<file path="config.mk">
export PLATFORM = sky130hd
export DESIGN_NAME = dly_setting_stepper
export DESIGN_NICKNAME = d
export VERILOG_FILES = /design/src/rtl/dly_step_pkg.sv /design/src/rtl/dly_step_next.sv /design/src/rtl/dly_bypass_calc.sv /design/src/rtl/dly_setting_stepper.sv
export SDC_FILE = /design/constraint.sdc
export NUM_CORES = 1
export LEC_CHECK = 0
export ABC_AREA = 1
export BUFFER_PORTS_ARGS = -buffer_cell sky130_fd_sc_hd__buf_2
export CELL_PAD_IN_SITES_DETAIL_PLACEMENT = 0
export CELL_PAD_IN_SITES_GLOBAL_PLACEMENT = 1
export CORE_MARGIN = 2
export CORE_UTILIZATION = 35
export CTS_BUF_LIST = sky130_fd_sc_hd__clkbuf_8
export CTS_CLUSTER_SIZE = 20
export DETAILED_ROUTE_END_ITERATION = 8
export GPL_TIMING_DRIVEN = 0
export PLACE_DENSITY_LB_ADDON = 0.1
export SLEW_MARGIN = 30
export SYNTH_ARGS = -nofsm -noshare
export SYNTH_HDL_FRONTEND = slang
export SYNTH_SLANG_ARGS = --single-unit
export TNS_END_PERCENT = 50
</file>
<file path="constraint.sdc">
create_clock -name clk -period 3 [get_ports clk]
set_clock_uncertainty 0.1 [all_clocks]
set_input_delay 0 -clock clk [delete_from_list [all_inputs] [get_ports clk]]
set_output_delay 0 -clock clk [all_outputs]
set_load 0.02 [all_outputs]
</file>
<file path="src/rtl/dly_step_pkg.sv">
package dly_step_pkg;

    parameter int TAP_W = 4;
    parameter int PH_W  = 3;
    parameter int CLK_W = 2;
    parameter int SPD_W = 2;

    localparam logic [PH_W-1:0]  PH_TOP  = PH_W'(6);
    localparam logic [CLK_W-1:0] CLK_TOP = CLK_W'(2);

    typedef logic [SPD_W-1:0] speed_t;

    typedef struct packed {
        logic             coarse;
        logic [CLK_W-1:0] clk;
        logic [TAP_W-1:0] tap;
        logic [PH_W-1:0]  ph;
    } dly_set_t;

    typedef struct packed {
        logic [TAP_W-1:0] t_lo;
        logic [TAP_W-1:0] t_hi;
        logic [PH_W-1:0]  p_lo;
        logic [PH_W-1:0]  p_hi;
    } byp_lim_t;

    typedef struct packed {
        logic en;
        logic sel;
    } byp_t;

    function automatic logic [TAP_W-1:0] tap_ceiling(speed_t s);
        case (s)
            SPD_W'(1): return TAP_W'(10);
            SPD_W'(2): return TAP_W'(13);
            default:   return TAP_W'(12);
        endcase
    endfunction

    function automatic byp_lim_t byp_limits(speed_t s);
        byp_lim_t l;
        case (s)
            SPD_W'(1): l = '{t_lo: TAP_W'(2), t_hi: TAP_W'(8),  p_lo: PH_W'(6), p_hi: PH_W'(7)};
            SPD_W'(2): l = '{t_lo: TAP_W'(3), t_hi: TAP_W'(11), p_lo: PH_W'(6), p_hi: PH_W'(4)};
            default:   l = '{t_lo: TAP_W'(3), t_hi: TAP_W'(10), p_lo: PH_W'(2), p_hi: PH_W'(3)};
        endcase
        return l;
    endfunction

endpackage

</file>
<file path="src/rtl/dly_step_next.sv">
module dly_step_next
    import dly_step_pkg::*;
(
    input  dly_set_t cur_i,
    input  speed_t   speed_i,
    input  logic     up_i,
    output dly_set_t nxt_o,
    output logic     ok_o
);
    logic [TAP_W-1:0] ceil_w;

    always_comb begin
        ceil_w = tap_ceiling(speed_i);
        nxt_o  = cur_i;
        ok_o   = 1'b1;
        if (up_i) begin
            if (cur_i.ph < PH_TOP) begin
                nxt_o.ph = cur_i.ph + 1'b1;
            end else if (cur_i.tap < ceil_w) begin
                nxt_o.ph  = '0;
                nxt_o.tap = cur_i.tap + 1'b1;
            end else if (cur_i.clk < CLK_TOP) begin
                nxt_o.ph  = '0;
                nxt_o.tap = '0;
                nxt_o.clk = cur_i.clk + 1'b1;
            end else if (!cur_i.coarse) begin
                nxt_o.ph     = '0;
                nxt_o.tap    = '0;
                nxt_o.clk    = cur_i.clk - 1'b1;
                nxt_o.coarse = 1'b1;
            end else begin
                ok_o = 1'b0;
            end
        end else begin
            if (cur_i.ph != '0) begin
                nxt_o.ph = cur_i.ph - 1'b1;
            end else if (cur_i.tap != '0) begin
                nxt_o.ph  = PH_TOP;
                nxt_o.tap = cur_i.tap - 1'b1;
            end else if (cur_i.clk != '0) begin
                nxt_o.ph  = PH_TOP;
                nxt_o.tap = ceil_w;
                nxt_o.clk = cur_i.clk - 1'b1;
            end else if (cur_i.coarse) begin
                nxt_o.ph     = PH_TOP;
                nxt_o.tap    = ceil_w;
                nxt_o.clk    = cur_i.clk + 1'b1;
                nxt_o.coarse = 1'b0;
            end else begin
                ok_o = 1'b0;
            end
        end
    end
endmodule

</file>
<file path="src/rtl/dly_bypass_calc.sv">
module dly_bypass_calc
    import dly_step_pkg::*;
(
    input  dly_set_t set_i,
    input  speed_t   speed_i,
    output byp_t     byp_o
);
    byp_lim_t lim;
    logic     below_lo;
    logic     below_hi;

    always_comb begin
        lim      = byp_limits(speed_i);
        below_lo = (set_i.tap < lim.t_lo) ||
                   ((set_i.tap == lim.t_lo) && (set_i.ph < lim.p_lo));
        below_hi = (set_i.tap < lim.t_hi) ||
                   ((set_i.tap == lim.t_hi) && (set_i.ph < lim.p_hi));
        if (below_lo)      byp_o = '{en: 1'b1, sel: 1'b1};
        else if (below_hi) byp_o = '{en: 1'b0, sel: 1'b0};
        else               byp_o = '{en: 1'b1, sel: 1'b0};
    end
endmodule

</file>
<file path="src/rtl/dly_setting_stepper.sv">
module dly_setting_stepper
    import dly_step_pkg::*;
(
    input  logic             clk,
    input  logic             rst,
    input  logic [SPD_W-1:0] speed_i,
    input  logic             inc_i,
    input  logic             dec_i,
    input  logic             load_i,
    input  logic             ld_coarse_i,
    input  logic [CLK_W-1:0] ld_clkdly_i,
    input  logic [TAP_W-1:0] ld_tap_i,
    input  logic [PH_W-1:0]  ld_phase_i,
    output logic             coarse_o,
    output logic [CLK_W-1:0] clkdly_o,
    output logic [TAP_W-1:0] tap_o,
    output logic [PH_W-1:0]  phase_o,
    output logic             byp_en_o,
    output logic             byp_sel_o,
    output logic             done_o,
    output logic             err_o
);
    dly_set_t cur_q;
    byp_t     byp_q;
    dly_set_t step_w;
    dly_set_t cand_w;
    byp_t     byp_w;
    logic     step_ok_w;
    logic     clash_w;
    logic     accept_w;

    dly_step_next u_next (
        .cur_i   (cur_q),
        .speed_i (speed_i),
        .up_i    (inc_i),
        .nxt_o   (step_w),
        .ok_o    (step_ok_w)
    );

    always_comb begin
        clash_w = inc_i && dec_i;
        if (load_i) begin
            cand_w   = '{coarse: ld_coarse_i, clk: ld_clkdly_i,
                         tap: ld_tap_i, ph: ld_phase_i};
            accept_w = 1'b1;
        end else begin
            cand_w   = step_w;
            accept_w = (inc_i ^ dec_i) && step_ok_w;
        end
    end

    dly_bypass_calc u_byp (
        .set_i   (cand_w),
        .speed_i (speed_i),
        .byp_o   (byp_w)
    );

    always_ff @(posedge clk) begin
        if (rst) begin
            cur_q  <= '0;
            byp_q  <= '0;
            done_o <= 1'b0;
            err_o  <= 1'b0;
        end else begin
            done_o <= accept_w;
            err_o  <= !load_i && (clash_w || ((inc_i || dec_i) && !step_ok_w));
            if (accept_w) begin
                cur_q <= cand_w;
                byp_q <= byp_w;
            end
        end
    end

    assign coarse_o  = cur_q.coarse;
    assign clkdly_o  = cur_q.clk;
    assign tap_o     = cur_q.tap;
    assign phase_o   = cur_q.ph;
    assign byp_en_o  = byp_q.en;
    assign byp_sel_o = byp_q.sel;
endmodule

</file>
Word level (Yosys, flattened, before mapping) --
Cells that the tools add are included.
Word-level totals: bits in registers 14, input bits 17, output and inout port bits 14, logic and storage cells 81
Cells by class: add/sub/neg operators 6, $lt $le $gt $ge 7, eq/ne operators 11, muxes and demuxes 30, bitwise operators 1, reductions and logical operators 18
Operators with widths (count):
- 9-bit two-way mux | 4
- 7-bit two-way mux | 4
- 11-bit case mux with 2 select lines | 1
- 10-bit two-way mux | 2
- 3-bit != test (second input constant) | 6
- 7-bit AND reduction | 2
- 1-bit two-way mux | 12
- 3-bit two-way mux | 4
- 4-bit < comparator | 2
- 4-bit nonzero test | 2
- 1-bit logical AND | 6
- 3-bit < comparator | 2
- 3-bit case mux with 2 select lines | 1
- 4-bit by 1-bit adder with 4-bit output (second input constant) | 1
- 4-bit by 2-bit equality test with 1-bit output | 1
- 4-bit equality test | 1
- 1-bit logical OR | 4
- 4-bit by 2-bit < comparator with 1-bit output | 1
- 2-bit two-way mux | 2
- 4-bit by 3-bit != test with 1-bit output (second input constant) | 1
- 4-bit by 1-bit subtractor with 4-bit output (second input constant) | 1
- 3-bit by 1-bit adder with 3-bit output (second input constant) | 1
- 3-bit < comparator (second input constant) | 1
- 3-bit nonzero test | 1
- 9 further kinds | 10

Depth between registers and ports, before layout --
depth in word-level cells 13, gate-level depth with buffers 20, mapped depth without buffers 20

Modules after synthesis --
A second synthesis with hierarchy kept.
Unflattened totals: cells, all modules 291, area total of the unflattened synthesis 1747.9 um^2
By module, submodules not included:
- dly_setting_stepper | times used 1, cells an instance 120, area each 772.0 um^2, seq. area each 280.3 um^2
- dly_step_next | times used 1, cells an instance 130, area each 737.0 um^2, seq. area each 0.0 um^2
- dly_bypass_calc | times used 1, cells an instance 41, area each 239.0 um^2, seq. area each 0.0 um^2

Worst setup path after synthesis --
No wires, ideal clock.
kind reg-to-reg, start point register cur_q (netlist bit phase_o[1]), end point register byp_q (netlist bit byp_en_o), setup time 0.117 ns, arrival 2.158 ns, data required time 2.783 ns, path slack 0.625 ns, cell stages (with the launch flop) 17, path buffers 1, period minus slack after synthesis 2.375 ns, path through dfxtp_1 -> inv_1 -> ha_1 -> nand2_4 -> inv_2 -> buf_4 -> o21ai_0 -> nand2_1 -> nand3_1 -> inv_1 -> ha_1 -> a21oi_1 -> nand2_1 -> nor2_1 -> nand3b_1 -> nand2_1 -> nand2_1
RTL lines:
- from (decl) | line dly_setting_stepper.sv:23 | dly_set_t cur_q;
- from (signal assigned) | line dly_setting_stepper.sv:68 | cur_q <= cand_w;
- to (signal assigned) | line dly_setting_stepper.sv:69 | byp_q <= byp_w;
- to (decl) | line dly_setting_stepper.sv:24 | byp_t byp_q;

==> metrics.cfg <==
[timing]
whs_ns = 0.03075
setup_viol = 0
setup_tns_ns = 0
slew_headroom_pct = 80.08
drv_slew = 0
period_share_pct = 86.32
grt_setup_unrepaired = false
period_minus_slack_ns = 2.590
hold_violations = 0
setup_ws_ns = 0.4103
worstMarginPinSlew_ns = 0.2984
fmax_mhz = 386.1

[yosys]
synthCells = 239
synth_warnings = 0
ys.flop_type = dfxtp_1
synthArstFlopShare_pct = 0
ys_types = 35
synth_edf_count = 0
yosysSeqAreaShare_pct = 18.35
synth-seq-cells = 14
syn_area_um2 = 1528
synth.avg_cell_area_um2 = 6.392
syn_nets = 272

[power]
power_density_nw_per_um2 = 465.5
p_leak_nw = 0.9774
total_power_mw = 0.8416
irDropWorstVdd_uv = 258.4
p_sw_share_pct = 44.13
clkPwrFrac_pct = 24.0
switchingPower_mw = 0.3714
combPwrFrac_pct = 47.8
p_int_mw = 0.4703
p_seq_share_pct = 28.2

[finish]
final_core_util_pct = 42.40
fin_nets = 307
n_antenna_cell = 0
n_fill_cell = 503
drive_gt1_share_pct = 23.81
areaGrowthSynthToFinish_pct = 18.35

[critical_path]
worstSetupPathType = reg2reg
cpPeakStageDelay_ns = 0.36
cp_num_cells = 16
r2r_start = clkdly_o[1]
crit_arrival_ns = 2.64
worstSetupEndpointType = flip-flop
rrSetupSlack_ns = 0.41
r2r-end = byp_en_o
critPathBufInv = 2
crit_family = simple AND/OR/NAND/NOR gates
path_common_cell = nand2_1
slowest_stage = dfxtp_1
critPathLaunch = clkdly_o[1]
cp_max_fo = 7
path_cells = inv_1 > ha_1 > nand2_1 > nor2_4 > nand2_1 > o21ai_0 > nand2_1 > nand3_1 > inv_1 > ha_1 > a21oi_1 > nand2_1 > nor2_1 > nand3b_1 > nand2_1 > nand2_1
setup.worst_path.end = byp_en_o
start_kind = flip-flop
worstRegToRegCells = 16
cp_data_required_time_ns = 3.05

[routing]
drt_first_pass_iters = 5
drt_iter0_drc = 81
drt-total-wl_um = 4418
via_per_inst = 4.975
vias = 1617
wl_per_cell_um = 13.59
drc_errors = 0
ant_nets = 0

[place]
hpwl_um = 3534
port_buffers = 29
dpl_worst_slack_ns = 0.3406
gp_congestion = 0.8160

[floorplan]
fp.dieW_um = 70.07
dieArea_um2 = 4909
ioPinCount = 31
rows = 24
core_um2 = 4264
initial_core_util_pct = 35.83
die_y_um = 70.07

[grt]
antenna_found_initial = 0
grt_usage_pct = 19.21
grt_pass1_vias = 1559
grt_start_max_net_pins = 11
grt_pass1_wl_um = 7541
grt_overflow = 0

[clocking]
insertion_delay_ns = 0.26
root_buffer = clkbuf_8
post_cts_buffers = 0
cts_num_sinks = 14
htreeDepth = 1
path_clk_slew_ns = 0.08
clockBufferDepth = 2
cts_buffers = 3
cts_tree = done

[min_path]
min_from = dec_i
min_path_type = in2reg

[run_status]
status = finished clean

[run]
cap_viol_max_count = 0

## power groups by stage
stage	registers (mW)	clock network [mW]	logic, mW
floorplan	0.266	0	0.267
global placement	0.242	0	0.400
detailed placement	0.243	0	0.397
CTS	0.238	0.207	0.400
global route	0.242	0.212	0.461
finish	0.237	0.202	0.402
## layout by cell type (no fill, tap or decap), drive strengths merged, types with 2 or more instances in the layout
| cell type | Yosys | final |
|---|---|---|
| clkbuf | 0 | 4 |
| xor2 | 2 | 2 |
| nand3 | 27 | 27 |
| o21ai | 12 | 12 |
| o22ai | 7 | 7 |
| nand2 | 68 | 68 |
| ha | 16 | 16 |
| a21oi | 12 | 12 |
| dfxtp | 14 | 14 |
| a211oi | 2 | 2 |
| nor2 | 15 | 15 |
| o21bai | 2 | 2 |
| xnor2 | 2 | 2 |
| nor3 | 2 | 2 |
| buf | 2 | 31 |
| inv | 43 | 43 |
| nand4 | 4 | 4 |
## metrics by stage
step	instances	area (um^2)
after CTS	325	1803
after floorplan	239	1528
after global placement	320	1738
after detailed placement	320	1738
after global routing	325	1808
final	325	1808
## metal layers
layer / share of wire (%) / track usage [%]
met1: 49 / 26.43
met2: 45 / 31.32
met3: 3.7 / 2.886
met4: 1.9 / 5.128
met5: 0 / 0
## registers in the layout, summed over array words and instances (netlist names)
signal / cells
err_o: 1
done_o: 1
phase_o: 3
byp_en_o: 1
byp_sel_o: 1
coarse_o: 1
clkdly_o: 2
tap_o: 4
## worst min-delay path by stage
stage	to	slack [ns]	cells past startpoint
finish	err_o	0.03	4
detailed placement	err_o	0.12	2
global placement	err_o	0.12	2
floorplan	err_o	-0.03	1
global route	err_o	0.07	4
CTS	err_o	0.04	4
## synth_stat cells (2+ instances only)
| library cell | number | area share, % |
|---|---|---|
| o21ai_1 | 2 | 0.66 |
| nand4_1 | 4 | 1.6 |
| a21oi_2 | 2 | 1.1 |
| nand3_1 | 24 | 7.9 |
| nand2_4 | 4 | 2.9 |
| xor2_1 | 2 | 1.1 |
| nor2_1 | 12 | 2.9 |
| dfxtp_1 | 14 | 18 |
| ha_1 | 16 | 13 |
| nand2_2 | 7 | 2.9 |
| o21bai_1 | 2 | 0.98 |
| inv_2 | 9 | 2.2 |
| o22ai_1 | 7 | 2.9 |
| a211oi_1 | 2 | 0.98 |
| nor3_1 | 2 | 0.66 |
| nand2_1 | 57 | 14 |
| nand3_2 | 3 | 2.0 |
| inv_1 | 34 | 8.4 |
| a21oi_1 | 10 | 3.3 |
| xnor2_1 | 2 | 1.1 |
| o21ai_0 | 10 | 3.3 |
## logic make-up after synthesis
family                     count (synthesis)  synth area share, %
and+or+nand+nor                          119                38.66
buffers and inverters                     45                11.38
AOI/OAI and AO/OA                         41                16.22
adders and majority gates                 16                13.10
DFF                                       14                18.35
xor gates and xnor gates                   4                2.294
## timing repair
item,in CTS,in global routing
gates resized for setup,0,1
endpoints found under the hold margin,3,0
hold buffers,1,0
endpoints found under the setup margin,0,1
## layout make-up
cell class | instances | area [um^2] | share of cell area, %
Multi-Input combinational cell | 180 | 1079 | 59.65
Sequential cell | 14 | 280.3 | 15.50
Inverter | 43 | 161.4 | 8.927
Timing Repair Buffer | 30 | 155.1 | 8.581
Tap cell | 52 | 65.06 | 3.599
Clock buffer | 4 | 55.05 | 3.045
Buffer | 2 | 12.51 | 0.6920
## worst min-delay path: cells and delay by family
kind / cells / cell delay, ns
adder cells (fa/ha/maj): 1 / 0.12
AO/OA/AOI/OAI: 1 / 0.08
AND/OR/NAND/NOR: 1 / 0.07
buffers and inverters: 1 / 0.09
(Power assumes the default switching activity.)
